[src/rtl/vec_intc_pkg.sv]
package vec_intc_pkg;
   localparam int REG_W      = 32;
   localparam int IDX_MASK   = 0;
   localparam int IDX_RAW    = 1;
   localparam int IDX_MASKED = 2;
   localparam int IDX_NMI    = 3;
   localparam int IDX_RSVD   = 4;
   localparam int IDX_COUNT  = 5;
endpackage

[src/rtl/vec_intc_capture.sv]
module vec_intc_capture
   import vec_intc_pkg::*;
#(
   parameter int NUM_LINES = 32,
   parameter int NMI_FIRST = 30
) (
   input  logic                 clk,
   input  logic                 rst,
   input  logic [NUM_LINES-1:0] lines,
   output logic [REG_W-1:0]     raw_d,
   output logic [REG_W-1:0]     raw_q,
   output logic [REG_W-1:0]     nmi_d,
   output logic [REG_W-1:0]     nmi_q
);
   localparam int NORM_W = NMI_FIRST - 1;

   logic unused_line0;
   assign unused_line0 = lines[0];

   // ordinary lines map one position down
   for (genvar n = 1; n < NMI_FIRST; n++) begin : g_norm
      assign raw_d[n-1] = lines[n];
   end
   assign raw_d[REG_W-1:NORM_W] = '0;

   // non-maskable lines keep their own position
   if (NMI_FIRST < NUM_LINES) begin : g_nmi
      always_comb begin
         nmi_d = '0;
         for (int n = NMI_FIRST; n < NUM_LINES; n++) nmi_d[n] = lines[n];
      end
   end else begin : g_no_nmi
      assign nmi_d = '0;
   end

   always_ff @(posedge clk) begin
      if (rst) begin
         raw_q <= '0;
         nmi_q <= '0;
      end else begin
         raw_q <= raw_d;
         nmi_q <= nmi_d;
      end
   end
endmodule

[src/rtl/vec_intc_enc.sv]
module vec_intc_enc #(
   parameter int              SRC_W  = 29,
   parameter int              VEC_W  = 8,
   parameter logic [VEC_W-1:0] BASE   = 8'h31,
   parameter logic [VEC_W-1:0] SHARED = 8'h30
) (
   input  logic [SRC_W-1:0] act,
   output logic [VEC_W-1:0] vec
);
   logic [VEC_W-1:0] low_idx;
   logic             any_act;
   logic             multi;

   always_comb begin
      low_idx = '0;
      for (int i = SRC_W - 1; i >= 0; i--) begin
         if (act[i]) low_idx = VEC_W'(i);
      end
      any_act = |act;
      multi   = |(act & (act - 1'b1));
      if (!any_act)   vec = '0;
      else if (multi) vec = SHARED;
      else            vec = BASE + low_idx;
   end
endmodule

[src/rtl/vec_intc_rdmux.sv]
module vec_intc_rdmux
   import vec_intc_pkg::*;
#(
   parameter int IDX_W = 3
) (
   input  logic [IDX_W-1:0] idx,
   input  logic             rd_en,
   input  logic [REG_W-1:0] mask,
   input  logic [REG_W-1:0] raw,
   input  logic [REG_W-1:0] nmi,
   output logic [REG_W-1:0] rdata
);
   always_comb begin
      rdata = '0;
      if (rd_en) begin
         case (idx)
            IDX_W'(IDX_MASK):   rdata = mask;
            IDX_W'(IDX_RAW):    rdata = raw;
            IDX_W'(IDX_MASKED): rdata = raw & mask;
            IDX_W'(IDX_NMI):    rdata = nmi;
            default:            rdata = '0;
         endcase
      end
   end
endmodule

[src/rtl/vec_intc.sv]
module vec_intc
   import vec_intc_pkg::*;
#(
   parameter int NUM_LINES = 32,
   parameter int NMI_FIRST = 30,
   parameter int ADDR_W    = 5,
   parameter int VEC_W     = 8,
   parameter logic [VEC_W-1:0] VEC_BASE   = 8'h31,
   parameter logic [VEC_W-1:0] VEC_SHARED = 8'h30
) (
   input  logic                 clk,
   input  logic                 rst,
   input  logic [NUM_LINES-1:0] irq_lines,
   input  logic [ADDR_W-1:0]    reg_addr,
   input  logic                 reg_wr,
   input  logic [31:0]          reg_wdata,
   input  logic                 reg_rd,
   output logic [31:0]          reg_rdata,
   output logic                 cpu_irq,
   output logic [VEC_W-1:0]     cpu_vector,
   output logic                 cpu_nmi
);
   localparam int NORM_W = NMI_FIRST - 1;
   localparam int IDX_W  = ADDR_W - 2;

   if (NUM_LINES > REG_W || NUM_LINES < 2) begin : g_bad_lines
      $error("NUM_LINES must lie in 2..32");
   end
   if (NMI_FIRST < 2 || NMI_FIRST > NUM_LINES) begin : g_bad_nmi
      $error("NMI_FIRST must lie in 2..NUM_LINES");
   end
   if ((1 << IDX_W) < IDX_COUNT) begin : g_bad_addr
      $error("ADDR_W too narrow for the register map");
   end
   if (int'(VEC_BASE) + NORM_W - 1 >= (1 << VEC_W)) begin : g_bad_vec
      $error("VEC_W too narrow for the vector range");
   end

   logic [REG_W-1:0] raw_d, raw_q, nmi_d, nmi_q;
   logic [REG_W-1:0] mask_q, mask_d;
   logic [VEC_W-1:0] vec_d;
   logic [IDX_W-1:0] idx;
   logic [1:0]       unused_lsb;

   assign idx        = reg_addr[ADDR_W-1:2];
   assign unused_lsb = reg_addr[1:0];

   vec_intc_capture #(.NUM_LINES(NUM_LINES), .NMI_FIRST(NMI_FIRST)) u_cap (
      .clk(clk), .rst(rst), .lines(irq_lines),
      .raw_d(raw_d), .raw_q(raw_q), .nmi_d(nmi_d), .nmi_q(nmi_q)
   );

   assign mask_d = (reg_wr && idx == IDX_W'(IDX_MASK)) ? reg_wdata : mask_q;

   vec_intc_enc #(.SRC_W(NORM_W), .VEC_W(VEC_W), .BASE(VEC_BASE), .SHARED(VEC_SHARED)) u_enc (
      .act(raw_d[NORM_W-1:0] & mask_d[NORM_W-1:0]),
      .vec(vec_d)
   );

   always_ff @(posedge clk) begin
      if (rst) begin
         mask_q     <= '0;
         cpu_vector <= '0;
         cpu_irq    <= 1'b0;
         cpu_nmi    <= 1'b0;
      end else begin
         mask_q     <= mask_d;
         cpu_vector <= vec_d;
         cpu_irq    <= |(raw_d & mask_d);
         cpu_nmi    <= |nmi_d;
      end
   end

   vec_intc_rdmux #(.IDX_W(IDX_W)) u_rd (
      .idx(idx), .rd_en(reg_rd), .mask(mask_q), .raw(raw_q), .nmi(nmi_q),
      .rdata(reg_rdata)
   );
endmodule

[config.mk]
export PLATFORM = sky130hd
export DESIGN_NAME = vec_intc
export DESIGN_NICKNAME = d
export VERILOG_FILES = /design/src/rtl/vec_intc_pkg.sv /design/src/rtl/vec_intc_capture.sv /design/src/rtl/vec_intc_enc.sv /design/src/rtl/vec_intc_rdmux.sv /design/src/rtl/vec_intc.sv
export SDC_FILE = /design/constraint.sdc
export NUM_CORES = 1
export LEC_CHECK = 0
export BUFFER_PORTS_ARGS = -buffer_cell sky130_fd_sc_hd__buf_2
export CAP_MARGIN = 25
export CORE_MARGIN = 2
export CORE_UTILIZATION = 30
export DETAILED_ROUTE_END_ITERATION = 10
export PLACE_DENSITY = 0.54
export SYNTH_ARGS = -nofsm -noshare
export SYNTH_HDL_FRONTEND = slang
export SYNTH_SLANG_ARGS = --single-unit
[constraint.sdc]
create_clock -name clk -period 7 [get_ports clk]
set_clock_uncertainty 0.1 [all_clocks]
set_input_delay 0.35 -clock clk [delete_from_list [all_inputs] [get_ports clk]]
set_output_delay 0.35 -clock clk [all_outputs]
set_load 0.005 [all_outputs]
==> metrics.md, run 1 <==
| Metric | Value |
|---|---|
| Status | `completed` |
| HP Class | `input pin to flop` |
| Synthesized area | `4270 µm²` |
| Root Driver | `clkbuf_16` |
| Commonest non-fill, non-tap cell in the layout | `nand2_1` |
| Family with the most delay on the worst path | `compound AO/OA/AOI/OAI gates` |
| Endpoints failing setup | `0` |
| Worst Path Required | `7.14 ns` |
| Least-Margin Pin Slew | `1.01 ns` |
| Most used DFF post-synth | `dfxtp_1` |
| Critical path startpoint | `reg_addr[2]` |
| Critical path arrival | `4.33 ns` |
| Synth Area per Inst | `7.42 µm²` |
| Most frequent cells in the layout | `nand2_1 (139), buf_2 (110), dfxtp_1 (72)` |
| RSZ-0062 raised after global routing | `no` |
| CTS Sinks | `72` |
| P&R area growth vs syn | `22.2%` |
| RR Startpoint | `mask_q[7]` |
| Mapped Nets | `649` |
| Post-CTS sizing | `0` |
| Hold_ws | `0.133 ns` |
| CP cell instances | `buf_2 > nor4b_4 > buf_4 > mux2i_1 > o21bai_1 > a2111oi_0 > o311ai_1 > nand3_1 > ha_1 > nand3_1 > xnor2_1 > o21a_1` |
| Die height | `123 µm` |
| Slew Viols, Final | `0` |
| Slowest Stage Delay on Critical Path | `0.72 ns` |
| CTS H-tree depth | `3` |
| CP bufs+invs | `2` |
| Vias in the first global route | `4,098` |
| Setup TNS | `0 ns` |
| Yosys top cell by area | `dfxtp_1` |
| Post-DP HPWL | `9630 µm` |
| Starting Density | `30.7%` |
| Cells after synthesis | `575` |
| Clock slew at reported path FFs | `0.06 ns` |
| First-pass GRT wire length | `21,700 µm` |
| Design Area, Final | `5210 µm²` |
| DP Area | `4900 µm²` |
| Die area | `15,200 µm²` |
| Vias/cell | `5.17` |
| Most repeated library cell on the critical path | `nand3_1` |
| Synth top area cells | `dfxtp_1 (34%), nand2_1 (12%), a21oi_1 (8.0%)` |
| Final cell count without fillers | `856` |
| Placed cells | `839` |
| GR Util All Layers | `18.8%` |
| Antenna violations before repair | `1` |
| CTS buffer count | `9` |
| Post-CTS Hold Buffers | `0` |
| DR vias | `4,429` |
| Final Critical Period | `4.19 ns` |
| Chip width | `123 µm` |
| Sequential area share after synthesis | `33.8%` |
| Antenna Nets Post-Route | `0` |
| Fin nets | `744` |
| Number of setup buffers added after CTS | `0` |
| Fmax achieved | `0.238 GHz` |
| TritonCTS clock tree | `done` |
| Max_cap viols | `0` |
| Hold path start | `irq_lines[29]` |
| Port bufs | `110` |
| GRT overflow | `0` |
| Global placement routability congestion | `0.915` |
| Share of cells above drive strength 1 | `23.3%` |
| Cell row count | `43` |
| Pin count of the biggest net entering global routing | `65` |
| Synth async-reset ratio | `0%` |
| Seq cells post-synth | `72` |
| Crit path capture type | `flop` |
| Post-synth top area share | `33.8%` |
| Core Region | `13,900 µm²` |
| Worst vdd ir | `0.121 mV` |
| Max-slew headroom | `32.0%` |
| Worst Path Max Fanout | `64` |
| Distinct cell type count after synthesis | `64` |
| Io pins | `115` |
| Worst path slowest cell | `a2111oi_0` |
| DRC viols | `0` |
| Clk_lat worst skew | `0.34 ns` |
| Number of flops mapped to enable cells by yosys | `0` |
| WS Path Type | `input pin to flop` |
| Final hold vios | `0` |
| Pwr dens | `208 nW/µm²` |
| Worst setup SP type | `input pin` |
| Max Buffers Root-to-Sink | `2` |
| Fillcell total | `1,451` |
| Ratio of final minimum period to clock period | `59.9%` |
| Detailed router's first-iteration violation count | `398` |
| Routed wire length | `14,000 µm` |
| Wire per inst | `16.3 µm` |
| Leakage power | `0.00210 µW` |
| YS warnings | `0` |
| 1st-pass router iterations | `5` |
layout make-up:
cell class	count	area (µm²)	area share, %
multi-input cells	466	2630	50.4
clock buffers	11	253	4.85
flip-flops and latches	72	1440	27.6
clock inverters	5	53.8	1.03
inverters	6	22.5	0.432
diodes	1	2.50	0.0480
repair buffers	115	588	11.3
well taps	180	225	4.32
sequential cells by signal, summed over array words and instances, names as in the netlist:
name         count
mask_q          32
cpu_vector       7
cpu_irq          1
u_cap.nmi_q      2
cpu_nmi          1
u_cap.raw_q     29
Yosys cell counts (3+ instances only):
cell / count
nor2_1: 61
nor4_1: 5
o21bai_1: 3
nand3_1: 11
dfxtp_1: 72
o21a_1: 3
nand4_1: 5
nor2b_1: 35
mux2_2: 5
clkbuf_1: 19
nand2_1: 139
mux2i_2: 3
buf_1: 4
nand2b_1: 8
mux2i_1: 27
inv_1: 4
o22ai_1: 3
o211ai_1: 16
buf_6: 3
nor3_1: 3
or2_2: 5
a21oi_1: 68
o21ai_0: 21
per-stage QoR:
step / util (%) / worst slack [ns] / total power [µW]
2_1_floorplan: - / 3.82 / 551
3_3_place_gp: 35.3 / 2.48 / 615
3_5_place_dp: 35.3 / 2.42 / 616
4_1_cts: 37.5 / 2.78 / 1100
5_1_grt: 37.6 / 2.40 / 1130
6_report: 37.6 / 2.81 / 1090
path summary, 6_finish.rpt:
path / slack, ns / cells past startpoint / end
worst min register to register: 0.36 / 2 / mask_q[31]
worst max-delay path: 2.81 / 12 / cpu_vector[4]
worst max register to register: 3.86 / 10 / cpu_vector[4]
worst min-delay path: 0.13 / 2 / u_cap.raw_q[28]
logic make-up (layout without fill, tap and decap cells):
group | count (synthesis) | count (layout) | share of synthesized area [%]
AOI/OAI and AO/OA | 137 | 137 | 19.6
xor gates and xnor gates | 3 | 3 | 0.616
adders and majority gates | 2 | 2 | 0.528
buffers and inverters | 37 | 137 | 4.69
DFF | 72 | 72 | 33.8
muxes | 36 | 36 | 8.89
other | 1 | 2 | 0.0879
and+or+nand+nor | 287 | 287 | 31.8
power by group:
group / leakage, µW / switching [µW] / internal, µW / total, µW
logic: 0.00135 / 102 / 66.0 / 168
clock network: 0.000156 / 183 / 295 / 478
registers: 0.000592 / 9.38 / 431 / 440
total: 0.00210 / 295 / 792 / 1090
routing by layer:
layer  share of wire [%]  GRT usage [%]  routed length (µm)
met5                   0              0                   0
met4                 1.8           6.46                 253
met2                  47           29.8                6550
met1                  46           25.3                6440
met3                 5.1           3.74                 718
No activity file was read; power rests on OpenSTA's default activity.
==> run 2, diff against run 1 <==
==> constraint.sdc (replaced) <==
create_clock -name clk -period 3.9 [get_ports clk]
set_clock_uncertainty 0.1 [all_clocks]
set_input_delay 0.195 -clock clk [delete_from_list [all_inputs] [get_ports clk]]
set_output_delay 0.195 -clock clk [all_outputs]
set_load 0.005 [all_outputs]
==> run 2 against run 1 <==
Against the previous run: flip-flop and latch count unchanged; first-iteration DRC count decreased by 26%; setup slack worse by 2.1 ns; power grew 72%; final area increased by 1.8%; non-clock buffer count grew 13; global-route usage fell by 0.88 points; sequential power up 80%; critical endpoint unchanged.
==> metrics.md, run 2 (synthesized netlist as in run 1, its figures left out) <==
| Metric | Value |
|---|---|
| Status | `completed (unchanged)` |
| Slew Viols, Final | `0 (unchanged)` |
| Vias in the first global route | `4,041 (was 4,098)` |
| Antenna Nets Post-Route | `0 (unchanged)` |
| Core Region | `13,900 µm² (unchanged)` |
| Starting Density | `30.7% (unchanged)` |
| Pwr dens | `351 nW/µm² (was 208 nW/µm²)` |
| Total power | `1860 µW (was 1090 µW)` |
| Number of setup buffers added after CTS | `0 (unchanged)` |
| Vias/cell | `5.06 (was 5.17)` |
| Wire per inst | `15.7 µm (was 16.3 µm)` |
| Cell row count | `43 (unchanged)` |
| WS Path Type | `input pin to flop (unchanged)` |
| Worst path slowest cell | `mux2i_1 (was a2111oi_0)` |
| NetSw | `518 µW (was 295 µW)` |
| Antenna violations before repair | `1 (unchanged)` |
| WL met2 | `6300 µm (was 6550 µm)` |
| Least-Margin Pin Slew | `0.891 ns (was 1.01 ns)` |
| GRT overflow | `0 (unchanged)` |
| Ratio of final minimum period to clock period | `81.9%` |
| DP Area | `4960 µm² (was 4900 µm²)` |
| TritonCTS clock tree | `done (unchanged)` |
| Leakage power | `0.00213 µW (was 0.00210 µW)` |
| Post-DP HPWL | `9890 µm (was 9630 µm)` |
| Logic gate share of total power | `16.5% (was 15.5%)` |
| Io pins | `115 (unchanged)` |
| CTS H-tree depth | `3 (unchanged)` |
| Chip width | `123 µm (unchanged)` |
| First-pass GRT wire length | `20,700 µm (was 21,700 µm)` |
| Final hold vios | `0 (unchanged)` |
| Detailed router's first-iteration violation count | `296 (was 398)` |
| Regs by FF count | `mask_q: 32 flops, u_cap.raw_q: 29 flops, cpu_vector: 7 flops (unchanged)` |
| Crit. path cell count | `14 (was 12)` |
| CTS buffer count | `9 (unchanged)` |
| P&R area growth vs syn | `24.4% (was 22.2%)` |
| Family with the most delay on the worst path | `compound AO/OA/AOI/OAI gates (unchanged)` |
| Global placement routability congestion | `0.855 (was 0.915)` |
| Utilization after layout | `38.2% (was 37.6%)` |
| CTS Sinks | `72 (unchanged)` |
| Final Critical Period | `3.19 ns` |
| Critical path arrival | `3.32 ns (was 4.33 ns)` |
| Max_cap viols | `0 (unchanged)` |
| DR vias | `4,391 (was 4,429)` |
| Clk_lat worst skew | `0.33 ns (was 0.34 ns)` |
| Post-CTS sizing | `0 (unchanged)` |
| Die area | `15,200 µm² (unchanged)` |
| Clock slew at reported path FFs | `0.06 ns (about the same)` |
| WL met3 | `777 µm (was 718 µm)` |
| Endpoints failing setup | `0 (unchanged)` |
| Max-slew headroom | `40.2% (was 32.0%)` |
| CP bufs+invs | `2 (unchanged)` |
| Slowest Stage Delay on Critical Path | `0.55 ns (was 0.72 ns)` |
| Fmax achieved | `0.313 GHz` |
| DRC viols | `0 (unchanged)` |
| Cell internal pwr | `1350 µW (was 792 µW)` |
| Port bufs | `110 (unchanged)` |
| CP cell instances | `buf_2 > nor4b_4 > buf_12 > mux2i_1 > nor2_1 > o311a_1 > o21ai_0 > a31o_2 > nand2_1 > a21oi_1 > ha_1 > nand3_1 > xnor2_1 > o21a_1 (was buf_2 > nor4b_4 > buf_4 > mux2i_1 > o21bai_1 > a2111oi_0 > o311ai_1 > nand3_1 > ha_1 > nand3_1 > xnor2_1 > o21a_1)` |
| Root Driver | `clkbuf_16 (unchanged)` |
| RSZ-0062 raised after global routing | `no (unchanged)` |
| Worst Path Required | `4.03 ns (was 7.14 ns)` |
| Max reg flops | `32 (unchanged)` |
| Fillcell total | `1,463 (was 1,451)` |
| 1st-pass router iterations | `4 (was 5)` |
| Die height | `123 µm (unchanged)` |
| Clock power frac | `41.1% (was 44.0%)` |
| Design Area, Final | `5310 µm² (was 5210 µm²)` |
| Routed wire length | `13,600 µm (was 14,000 µm)` |
| Worst setup SP type | `input pin (unchanged)` |
| HP Class | `input pin to flop (unchanged)` |
| Crit path capture type | `flop (unchanged)` |
| Most flops, register | `mask_q (unchanged)` |
| Reg power frac | `42.4% (was 40.5%)` |
| Worst vdd ir | `0.199 mV (was 0.121 mV)` |
| Setup TNS | `0 ns (unchanged)` |
| Share of cells above drive strength 1 | `23.4% (was 23.3%)` |
| Most frequent cells in the layout | `nand2_1 (139), buf_2 (110), dfxtp_1 (72) (unchanged)` |
| Top sig layer | `met4 (unchanged)` |
| Fin nets | `757 (was 744)` |
| Commonest non-fill, non-tap cell in the layout | `nand2_1 (unchanged)` |
| Worst Path Max Fanout | `63 (was 64)` |
| WL met1 | `6330 µm (was 6440 µm)` |
| Sw Ratio | `27.8% (was 27.2%)` |
| Worst hold stages | `3 (was 2)` |
| Cell depth of the worst flop-to-flop path | `11 (was 10)` |
| Max Buffers Root-to-Sink | `2 (unchanged)` |
| Pin count of the biggest net entering global routing | `64 (was 65)` |
| GR Util All Layers | `17.9% (was 18.8%)` |
## run 2: cell type report
cell class	count	area [µm²]	share of cell area (%)
Sequential cell	72	1440	27.2
Inverter	6	22.5	0.424
Clock buffer	11	243	4.57
Antenna cell	1	2.50	0.0471
Tap cell	180	225	4.24
Timing Repair Buffer	128	716	13.5
Clock inverter	4	31.3	0.589
Multi-Input combinational cell	466	2630	49.5
## run 2: timing repair
item,CTS,global route
endpoints found under the setup margin,0,0
endpoints found under the hold margin,7,0
hold buffers,7,0
## run 2: worst register-to-register path: stages, from the launching register on
cell and delay (ns):
dfxtp_1 0.34, nand2_1 0.06, mux2i_1 0.52, o21bai_1 0.17, a2111oi_0 0.44, buf_4 0.19
o311ai_1 0.10, nand3_1 0.17, ha_1 0.21, nand3_1 0.11, xnor2_1 0.16, o21a_1 0.16
## run 2: power by group through the flow
stage	Sequential, µW	Clock, µW	Combinational, µW
finish	791	767	307
floorplan	804	0	184
global route	794	816	342
global placement	806	0	300
CTS	791	781	309
detailed placement	805	0	302
## run 2: per-stage QoR
stage | setup WS, ns | std cells | hold WS [ns]
2_1_floorplan | 0.873 | 575 | 0.223
3_3_place_gp | 0.330 | 845 | 0.320
3_5_place_dp | 0.341 | 845 | 0.332
4_1_cts | 0.679 | 867 | 0.00113
5_1_grt | 0.457 | 868 | 0.00370
6_report | 0.707 | 868 | 0.00802
## run 2: path summary, 6_finish.rpt
kind,startpoint,endpoint,slack [ns]
worst max-delay path,reg_addr[3],cpu_vector[4],0.71
worst min-delay path,reg_wdata[30],mask_q[30],0.008
worst max register to register,mask_q[7],cpu_vector[4],1.06
worst min register to register,mask_q[31],mask_q[31],0.36
## run 2: routing by layer
| layer | GRT usage [%] | vias to the layer above |
|---|---|---|
| li1 | - | 2204 |
| met1 | 24.6 | 2047 |
| met2 | 28.5 | 127 |
| met3 | 2.81 | 13 |
| met4 | 5.89 | 0 |
| met5 | 0 | - |
==> run 3, diff against run 2 <==
==> constraint.sdc (replaced) <==
create_clock -name clk -period 2.95 [get_ports clk]
set_clock_uncertainty 0.1 [all_clocks]
set_input_delay 0.1475 -clock clk [delete_from_list [all_inputs] [get_ports clk]]
set_output_delay 0.1475 -clock clk [all_outputs]
set_load 0.005 [all_outputs]
==> run 3 against run 2 <==
Against the previous run: hold slack better by 0.016 ns; via count grew 11%; non-clock buffer count increased by 117; die area unchanged; critical path depth is 2 lower; sequential power grew 31%; routed wire length rose by 7.2%; cell count is 14% higher; clock power up 54%; power grew 48%; global-route usage up 1.7 points; flip-flop and latch count unchanged.
==> metrics.md, run 3 (synthesized netlist as in run 1, its figures left out) <==
| Metric | Value |
|---|---|
| Pwr dens | `429 nW/µm² (was 351 nW/µm²)` |
| DRC viols | `0 (unchanged)` |
| Vias/cell | `4.95 (was 5.06)` |
| Commonest non-fill, non-tap cell in the layout | `nand2_1 (unchanged)` |
| GR met2 Demand/Resource | `32.9% (was 28.5%)` |
| Detailed router's first-iteration violation count | `280 (was 296)` |
| WS Path Type | `input pin to flop (unchanged)` |
| RSZ-0062 raised after global routing | `no (unchanged)` |
| Least-Margin Pin Slew | `0.931 ns (was 0.891 ns)` |
| CTS buffer count | `9 (unchanged)` |
| Utilization after layout | `46.3% (was 38.2%)` |
| Ratio of final minimum period to clock period | `95.1%` |
| Chip width | `123 µm (unchanged)` |
| Max reg flops | `32 (unchanged)` |
| Worst vdd ir | `0.251 mV (was 0.199 mV)` |
| HP Class | `input pin to flop (unchanged)` |
| Wire per inst | `14.8 µm (was 15.7 µm)` |
| Leakage power | `0.00272 µW (was 0.00213 µW)` |
| Worst path slowest cell | `nor4_2 (was mux2i_1)` |
| Most repeated library cell on the critical path | `buf_12` |
| DR vias | `4,884 (was 4,391)` |
| Share of cells above drive strength 1 | `28.4% (was 23.4%)` |
| Family with the most delay on the worst path | `simple AND/OR/NAND/NOR gates (was compound AO/OA/AOI/OAI gates)` |
| Slowest Stage Delay on Critical Path | `0.41 ns (was 0.55 ns)` |
| Global placement routability congestion | `0.943 (was 0.855)` |
| Clk_lat worst skew | `0.34 ns (was 0.33 ns)` |
| Clock slew at reported path FFs | `0.06 ns (about the same)` |
| Slew Viols, Final | `0 (unchanged)` |
| Routed wire length | `14,600 µm (was 13,600 µm)` |
| Met3 Usage GRT | `3.87% (was 2.81%)` |
| Starting Density | `30.7% (unchanged)` |
| Vias in the first global route | `4,742 (was 4,041)` |
| Max_cap viols | `0 (unchanged)` |
| Max Buffers Root-to-Sink | `2 (unchanged)` |
| Fmax achieved | `0.357 GHz` |
| Status | `completed (unchanged)` |
| CP bufs+invs | `3 (was 2)` |
| GR Util All Layers | `19.6% (was 17.9%)` |
| Fin nets | `874 (was 757)` |
| First-pass GRT wire length | `23,100 µm (was 20,700 µm)` |
| Worst Path Required | `3.08 ns (was 4.03 ns)` |
| GRT overflow | `0 (unchanged)` |
| Cell row count | `43 (unchanged)` |
| Worst Path Max Fanout | `14 (was 63)` |
| 1st-pass router iterations | `5 (was 4)` |
| Io pins | `115 (unchanged)` |
| Antenna violations before repair | `2 (was 1)` |
| Endpoints failing setup | `0 (unchanged)` |
| Pin count of the biggest net entering global routing | `45 (was 64)` |
| CP cell instances | `buf_2 > nor4b_4 > buf_12 > buf_12 > mux2i_1 > nor4_4 > nand4_1 > o21ai_0 > o221ai_1 > nor4_2 > nand3_1 > o21a_1 (was buf_2 > nor4b_4 > buf_12 > mux2i_1 > nor2_1 > o311a_1 > o21ai_0 > a31o_2 > nand2_1 > a21oi_1 > ha_1 > nand3_1 > xnor2_1 > o21a_1)` |
| Critical path arrival | `2.94 ns (was 3.32 ns)` |
| Core Region | `13,900 µm² (unchanged)` |
| Most flops, register | `mask_q (unchanged)` |
| CTS H-tree depth | `3 (unchanged)` |
| Root Driver | `clkbuf_16 (unchanged)` |
| Met1 Use GR | `24.7% (was 24.6%)` |
| Max-slew headroom | `37.9% (was 40.2%)` |
| CTS Sinks | `72 (unchanged)` |
| Worst setup SP type | `input pin (unchanged)` |
| Crit path capture type | `flop (unchanged)` |
| Setup TNS | `0 ns (unchanged)` |
| Die area | `15,200 µm² (unchanged)` |
| Port bufs | `110 (unchanged)` |
| Die height | `123 µm (unchanged)` |
| Final Critical Period | `2.80 ns` |
| P&R area growth vs syn | `50.5% (was 24.4%)` |
| Most frequent cells in the layout | `nand2_1 (139), buf_2 (110), dfxtp_1 (72) (unchanged)` |
| Hold_ws | `0.0243 ns (was 0.00802 ns)` |
| Busiest grt layer | `met2 (unchanged)` |
| Regs by FF count | `mask_q: 32 flops, u_cap.raw_q: 29 flops, cpu_vector: 7 flops (unchanged)` |
| Final hold vios | `0 (unchanged)` |
| Post-DP HPWL | `10,800 µm (was 9890 µm)` |
| TritonCTS clock tree | `done (unchanged)` |
| Antenna Nets Post-Route | `0 (unchanged)` |
run 3: changes by cell type in the layout (fill, tap and decap cells not counted), moves of 2 or more:
| cell | delta |
|---|---|
| buf_4 | +61 |
| bufinv_16 | +2 |
| buf_12 | +3 |
| dlygate4sd3_1 | +53 |
run 3: worst paths after layout:
path / to / depth (start not counted) / slack, ns / start
min: u_cap.raw_q[11] / 3 / 0.02 / irq_lines[12]
max: cpu_vector[5] / 12 / 0.15 / reg_addr[4]
min reg2reg: mask_q[31] / 2 / 0.36 / mask_q[31]
max reg2reg: cpu_vector[5] / 9 / 0.37 / mask_q[2]
run 3: repair_timing:
| item | CTS | global route |
|---|---|---|
| setup buffers | 0 | 5 |
| setup endpoints to repair | 0 | 3 |
| hold buffers | 60 | 0 |
| resized for setup | 0 | 2 |
| endpoints found under the hold margin | 60 | 0 |
run 3: through the flow:
step / cells / worst slack [ns] / total power [µW] / cell area, µm²
3_3_place_gp: 904 / -0.137 / 1510 / 5430
6_report: 987 / 0.145 / 2750 / 6420
4_1_cts: 980 / 0.189 / 2770 / 6360
5_1_grt: 987 / 0.0125 / 2870 / 6420
2_1_floorplan: 575 / 0.0491 / 1310 / 4270
3_5_place_dp: 904 / -0.172 / 1520 / 5430
run 3: layer usage:
layer	vias up	routed length (µm)
li1	2448	-
met1	2268	6660
met2	141	6830
met3	27	729
met4	0	349
met5	-	0
run 3: report_power, final:
| part | internal (µW) | total, µW | switching (µW) |
|---|---|---|---|
| combinational | 267 | 530 | 263 |
| sequential | 1020 | 1040 | 22.1 |
| clock | 745 | 1180 | 436 |
| total | 2030 | 2750 | 721 |
run 3: area by class of cell:
cell class	count	area, µm²
clock inverters	6	92.6
flip-flops and latches	72	1440
diodes	2	5.00
fillers	1385	7460
repair buffers	245	1760
clock buffers	10	229
well taps	180	225
inverters	6	22.5
multi-input cells	466	2640
run 3: tightest hold or removal path, stage by stage:
cell    delay, ns
buf_2        0.12
inv_1        0.09
nor2_1       0.05
